==> src/rtl/i2cRatePkg.sv <==
package i2cRatePkg;

  // Strobes from the control half to the divider datapath.
  typedef struct packed {
    logic clear;  // hold every counter at zero
    logic run;    // advance the exponent stage this cycle
  } rateStrobe_t;

endpackage

==> src/rtl/i2cRateTermCounter.sv <==
module i2cRateTermCounter #(
  parameter int W = 4
) (
  input  logic         clk,
  input  logic         rstN,
  input  logic         clear,
  input  logic         step,
  input  logic [W-1:0] limit,
  output logic         term
);

  logic [W-1:0] count;

  assign term = step && (count == limit);

  always_ff @(posedge clk) begin
    if (!rstN || clear) begin
      count <= '0;
    end else if (step) begin
      count <= term ? '0 : count + 1'b1;
    end
  end

endmodule

==> src/rtl/i2cRateCtrl.sv <==
module i2cRateCtrl
  import i2cRatePkg::*;
#(
  parameter int N_W   = 3,
  parameter int M_W   = 4,
  parameter int DEF_N = 2,
  parameter int DEF_M = 4,
  localparam int PRE_W = 1 << N_W,
  localparam int EXP_W = N_W + 1
) (
  input  logic               clk,
  input  logic               rstN,
  input  logic               ctrlEnable,
  input  logic               altMode,
  input  logic               cfgWrite,
  input  logic [N_W+M_W-1:0] cfgWord,
  input  logic               chainTerm,
  output rateStrobe_t        strobe,
  output logic [PRE_W-1:0]   preLimit,
  output logic [M_W-1:0]     manLimit
);

  localparam logic [EXP_W-1:0] PRE_W_E = EXP_W'(PRE_W);

  logic [N_W-1:0]   pendN, actN;
  logic [M_W-1:0]   pendM, actM;
  logic             actAlt;
  logic             loadNow;
  logic [EXP_W-1:0] expAct;
  logic [EXP_W-1:0] shiftAmt;
  logic [PRE_W-1:0] allOnes;

  // Pending configuration, written at any time.
  always_ff @(posedge clk) begin
    if (!rstN) begin
      pendN <= N_W'(DEF_N);
      pendM <= M_W'(DEF_M);
    end else if (cfgWrite) begin
      pendN <= cfgWord[N_W-1:0];
      pendM <= cfgWord[N_W+M_W-1:N_W];
    end
  end

  // Adopted configuration: only at a tick boundary or while disabled.
  assign loadNow = !ctrlEnable || chainTerm;

  always_ff @(posedge clk) begin
    if (!rstN) begin
      actN   <= N_W'(DEF_N);
      actM   <= M_W'(DEF_M);
      actAlt <= 1'b0;
    end else if (loadNow) begin
      actN   <= pendN;
      actM   <= pendM;
      actAlt <= altMode;
    end
  end

  assign expAct   = actAlt ? {1'b0, actN} : ({1'b0, actN} + 1'b1);
  assign shiftAmt = PRE_W_E - expAct;
  assign allOnes  = '1;
  assign preLimit = allOnes >> shiftAmt;
  assign manLimit = actM;

  assign strobe.clear = !ctrlEnable;
  assign strobe.run   = ctrlEnable;

endmodule

==> src/rtl/i2cRateDatapath.sv <==
module i2cRateDatapath
  import i2cRatePkg::*;
#(
  parameter int N_W  = 3,
  parameter int M_W  = 4,
  parameter int HALF = 5,
  localparam int PRE_W = 1 << N_W,
  localparam int PH_W  = $clog2(HALF + 1)
) (
  input  logic             clk,
  input  logic             rstN,
  input  rateStrobe_t      strobe,
  input  logic [PRE_W-1:0] preLimit,
  input  logic [M_W-1:0]   manLimit,
  output logic             chainTerm,
  output logic             sampleTick,
  output logic             sclPhase
);

  localparam int STAGES = 3;
  localparam logic [PH_W-1:0] PH_LIMIT = PH_W'(HALF - 1);

  logic [STAGES:0] stepChain;

  assign stepChain[0] = strobe.run;

  // Stage 0: exponent, stage 1: mantissa, stage 2: ticks per SCL half.
  for (genvar s = 0; s < STAGES; s++) begin : g_stage
    if (s == 0) begin : g_exp
      i2cRateTermCounter #(.W(PRE_W)) i_cnt (
        .clk(clk), .rstN(rstN), .clear(strobe.clear),
        .step(stepChain[s]), .limit(preLimit), .term(stepChain[s+1])
      );
    end else if (s == 1) begin : g_man
      i2cRateTermCounter #(.W(M_W)) i_cnt (
        .clk(clk), .rstN(rstN), .clear(strobe.clear),
        .step(stepChain[s]), .limit(manLimit), .term(stepChain[s+1])
      );
    end else begin : g_half
      i2cRateTermCounter #(.W(PH_W)) i_cnt (
        .clk(clk), .rstN(rstN), .clear(strobe.clear),
        .step(stepChain[s]), .limit(PH_LIMIT), .term(stepChain[s+1])
      );
    end
  end

  assign chainTerm = stepChain[2];

  always_ff @(posedge clk) begin
    if (!rstN || strobe.clear) begin
      sampleTick <= 1'b0;
      sclPhase   <= 1'b0;
    end else begin
      sampleTick <= chainTerm;
      if (stepChain[3]) sclPhase <= !sclPhase;
    end
  end

endmodule

==> src/rtl/i2cRatePrescaler.sv <==
module i2cRatePrescaler
  import i2cRatePkg::*;
#(
  parameter int N_W   = 3,
  parameter int M_W   = 4,
  parameter int HALF  = 5,
  parameter int DEF_N = 2,
  parameter int DEF_M = 4
) (
  input  logic               clk,
  input  logic               rstN,
  input  logic               ctrlEnable,
  input  logic               altMode,
  input  logic               cfgWrite,
  input  logic [N_W+M_W-1:0] cfgWord,
  output logic               sampleTick,
  output logic               sclPhase
);

  localparam int PRE_W = 1 << N_W;

  rateStrobe_t      strobe;
  logic [PRE_W-1:0] preLimit;
  logic [M_W-1:0]   manLimit;
  logic             chainTerm;

  i2cRateCtrl #(.N_W(N_W), .M_W(M_W), .DEF_N(DEF_N), .DEF_M(DEF_M)) i_ctrl (
    .clk(clk), .rstN(rstN), .ctrlEnable(ctrlEnable), .altMode(altMode),
    .cfgWrite(cfgWrite), .cfgWord(cfgWord), .chainTerm(chainTerm),
    .strobe(strobe), .preLimit(preLimit), .manLimit(manLimit)
  );

  i2cRateDatapath #(.N_W(N_W), .M_W(M_W), .HALF(HALF)) i_dp (
    .clk(clk), .rstN(rstN), .strobe(strobe), .preLimit(preLimit),
    .manLimit(manLimit), .chainTerm(chainTerm),
    .sampleTick(sampleTick), .sclPhase(sclPhase)
  );

endmodule

==> config.mk <==
export PLATFORM = sky130hd
export DESIGN_NAME = i2cRatePrescaler
export DESIGN_NICKNAME = d
export VERILOG_FILES = /design/src/rtl/i2cRatePkg.sv /design/src/rtl/i2cRateTermCounter.sv /design/src/rtl/i2cRateCtrl.sv /design/src/rtl/i2cRateDatapath.sv /design/src/rtl/i2cRatePrescaler.sv
export SDC_FILE = /design/constraint.sdc
export NUM_CORES = 1
export LEC_CHECK = 0
export BUFFER_PORTS_ARGS = -buffer_cell sky130_fd_sc_hd__buf_2
export CORE_UTILIZATION = 30
export CTS_CLUSTER_DIAMETER = 40
export DETAILED_ROUTE_END_ITERATION = 10
export HOLD_SLACK_MARGIN = 0.05
export PLACE_DENSITY = 0.52
export SLEW_MARGIN = 25
export SYNTH_ARGS = -nofsm -noshare
export SYNTH_HDL_FRONTEND = slang
export SYNTH_SLANG_ARGS = --single-unit
==> constraint.sdc <==
create_clock -name clk -period 4.15 [get_ports clk]
set_clock_uncertainty 0.05 [all_clocks]
set_input_delay 0.415 -clock clk [delete_from_list [all_inputs] [get_ports clk]]
set_output_delay 0.415 -clock clk [all_outputs]
set_load 0.01 [all_outputs]
==> reports/metrics.cfg <==
[global_routing]
grt_pass1_wl_um=6396
grt_max_degree=20
track_usage_pct=12.49
grt.overflow.total=0
grt_antenna_before_repair=0
grt_pass1_vias=1387

[die]
die_h_um=81.07
rows=28
die_w_um=81.07
core_sq_um=5991
initial_utilization_pct=31.31
die_area_sq_um=6572
io_pins=14

[drt]
drt-met1-wl_um=1964
drcViolationCount=0
routed_wirelength_um=3683
maxUsedRoutingLayer=met4
wl_met3_um=109
first_pass_iters=4
drt-initial-drc-count=40
wire_per_inst_um=12.48
vias_per_cell=5.058
via_count=1492
met2_length_um=1580
ant_nets=0

[worst_setup_path]
cp-start-kind=flop
worstPathMaxFanout=16
rr_startpoint=i_ctrl.actN[0]
critPathKind=flop to flop
required_ns=4.31
reg2reg_to=i_ctrl.manLimit[0]
cp_data_arrival_time_ns=3.61
r2r_cells=10
critPathCaptureType=flop
rrSetupSlack_ns=0.70

[synthesis]
syn_inst=209
synth_area_leaders=dfxtp_1 (34%), mux2i_1 (6.9%), ha_1 (4.7%)
async_flop_share_pct=0
syn_nets=228
yosys_warnings=0
synth_top_area_share_pct=34.16
syn-cell-area_sq_um=1876
netlist.top_cell.by_area=dfxtp_1
avgSynthCellArea_sq_um=8.974
synthFlopType=dfxtp_1
synth_cell_types=54
synth_common_cells=dfxtp_1 (32), nand2_1 (20), mux2i_1 (13)
synth-edff-count=0
seq_area_frac_synth_pct=34.16
synth_seq_cells=32
post-synth-top-count-cell=dfxtp_1

[clock_tree]
clk_pin_slew_ns=0.07
numCtsBuffers=5
root_buffer=clkbuf_8
cts_tree=built
clockBufferDepth=2
cts_resized=0
hold_buffers=0
post_cts_buffers=0
cts_sinks=32
clk_latency_ns=0.28
htree_num_levels=2

[sta]
finalHoldViolCount=0
worst_slew_pin_slew_ns=0.6247
hold_ws_ns=0.2966
period_needed_ns=3.450
timing.setup.tns_ns=0
fmax_mhz=289.8
finalCritPeriodShare_pct=83.14
drv_slew=0
relSlewSlack_pct=58.35
rsz0062_at_grt=no
setup_viol_count_final=0

[min_path]
hp-start=cfgWord[5]
hold_path.class=primary input to flop
min_to=i_ctrl.pendM[2]
holdPathStages=3

[layout]
fill_cells=607
drive_above_1_share_pct=14.55
finalInstanceArea_sq_um=2079
n_antenna_cell=0
stdcell_count=295
nets=238
syn_to_final_growth_pct=10.87

[power_and_ir_drop]
power_density_nw_per_um2=324.5
finalPower_uw=674.7
vdd_drop_max_mv=0.1725
leakage_uw=0.0007715

[placement]
place_area_sq_um=1986
gp_congestion=0.7724
hpwl_um=2655
portBuffers=13
placedCellCount=287

[outcome]
status=completed

[run]
maxCapViolCount=0

-- metrics by stage --
stage                     util (%)  setup WS [ns]
after floorplan                  -          1.180
after global placement       33.15         0.8353
after detailed placement     33.15         0.6877
after CTS                    34.71         0.6671
after global routing         34.71         0.3146
final                        34.71         0.6997
-- sequential cells by signal, summed over array words and instances (netlist names) --
register,count
i_ctrl.actN,3
i_dp.g_stage.g_man.i_cnt.count,4
i_ctrl.manLimit,4
i_ctrl.actAlt,1
i_dp.g_stage.g_half.i_cnt.count,3
i_dp.sampleTick,1
i_dp.sclPhase,1
i_ctrl.pendN,3
i_ctrl.pendM,4
i_dp.g_stage.g_exp.i_cnt.count,8
-- how the worst max path moves through the flow --
stage                         startpoint                              endpoint  depth (start not counted)
final                     i_ctrl.actN[0]                    i_ctrl.manLimit[0]                         10
after global routing      i_ctrl.actN[0]  i_dp.g_stage[0].g_exp.i_cnt.count[2]                         10
after CTS                 i_ctrl.actN[0]                    i_ctrl.manLimit[0]                         10
after detailed placement  i_ctrl.actN[0]                    i_ctrl.manLimit[0]                         10
after global placement    i_ctrl.actN[0]                        i_ctrl.actN[2]                         10
after floorplan           i_ctrl.actN[0]                        i_ctrl.actN[1]                         11
-- area by class of cell --
class,count,area (sq um),share of cell area (%)
timing repair buffer,13,65.06,3.129
clock buffer,7,86.33,4.152
clock inverter,1,7.507,0.3610
inverter,8,30.03,1.444
multi-input combinational,159,1156,55.60
tap,75,93.84,4.513
sequential,32,640.6,30.81
-- per-layer routing --
layer  GRT usage (%)  up-vias
met1           16.73      679
met2           19.50       18
met4           2.857        0
met5               0        -
li1                -      790
met3           3.820        5
-- report_power, final --
group	internal, uW	switching (uW)	total (uW)
Sequential	316	8.01	324
Combinational	40.4	59.9	100
Clock	135	116	250
-- cell families after synthesis --
kind of cell	after synthesis	synth area share, %
muxes	14	7.538
and+or+nand+nor	79	23.22
AOI/OAI and AO/OA	42	17.88
DFF	32	34.16
buffers and inverters	18	4.203
adders and majority gates	7	4.670
xor gates and xnor gates	17	8.339
-- placed cells by master (no fill, tap or decap), types with 2 or more instances in the layout --
cell type,synthesis,layout
dfxtp_1,32,32
nand2_1,20,20
mux2i_1,13,13
buf_2,3,13
nor3_1,10,10
xor2_1,9,9
nor2_1,9,9
inv_1,8,8
a21oi_1,8,8
xnor2_1,7,7
o21ai_0,7,7
ha_1,7,7
clkbuf_8,0,6
nand3_1,5,5
o211ai_1,5,5
nand2b_1,4,4
o31ai_1,4,4
nand4_1,4,4
nand3b_1,3,3
and3_1,3,3
nor3b_1,3,3
o311ai_0,3,3
nor4_1,3,3
or4_1,2,2
or3_1,2,2
-- critical path: stages, from the launching register on --
cell and delay, ns:
dfxtp_1 0.45, ha_1 0.32, mux2i_1 0.21, ha_1 0.23, xnor2_1 0.13, xnor2_2 0.34
o221ai_1 0.21, o2bb2ai_1 0.20, o22ai_2 0.54, o31a_1 0.47, mux2i_1 0.23
Power figures use the tool's default switching activity.
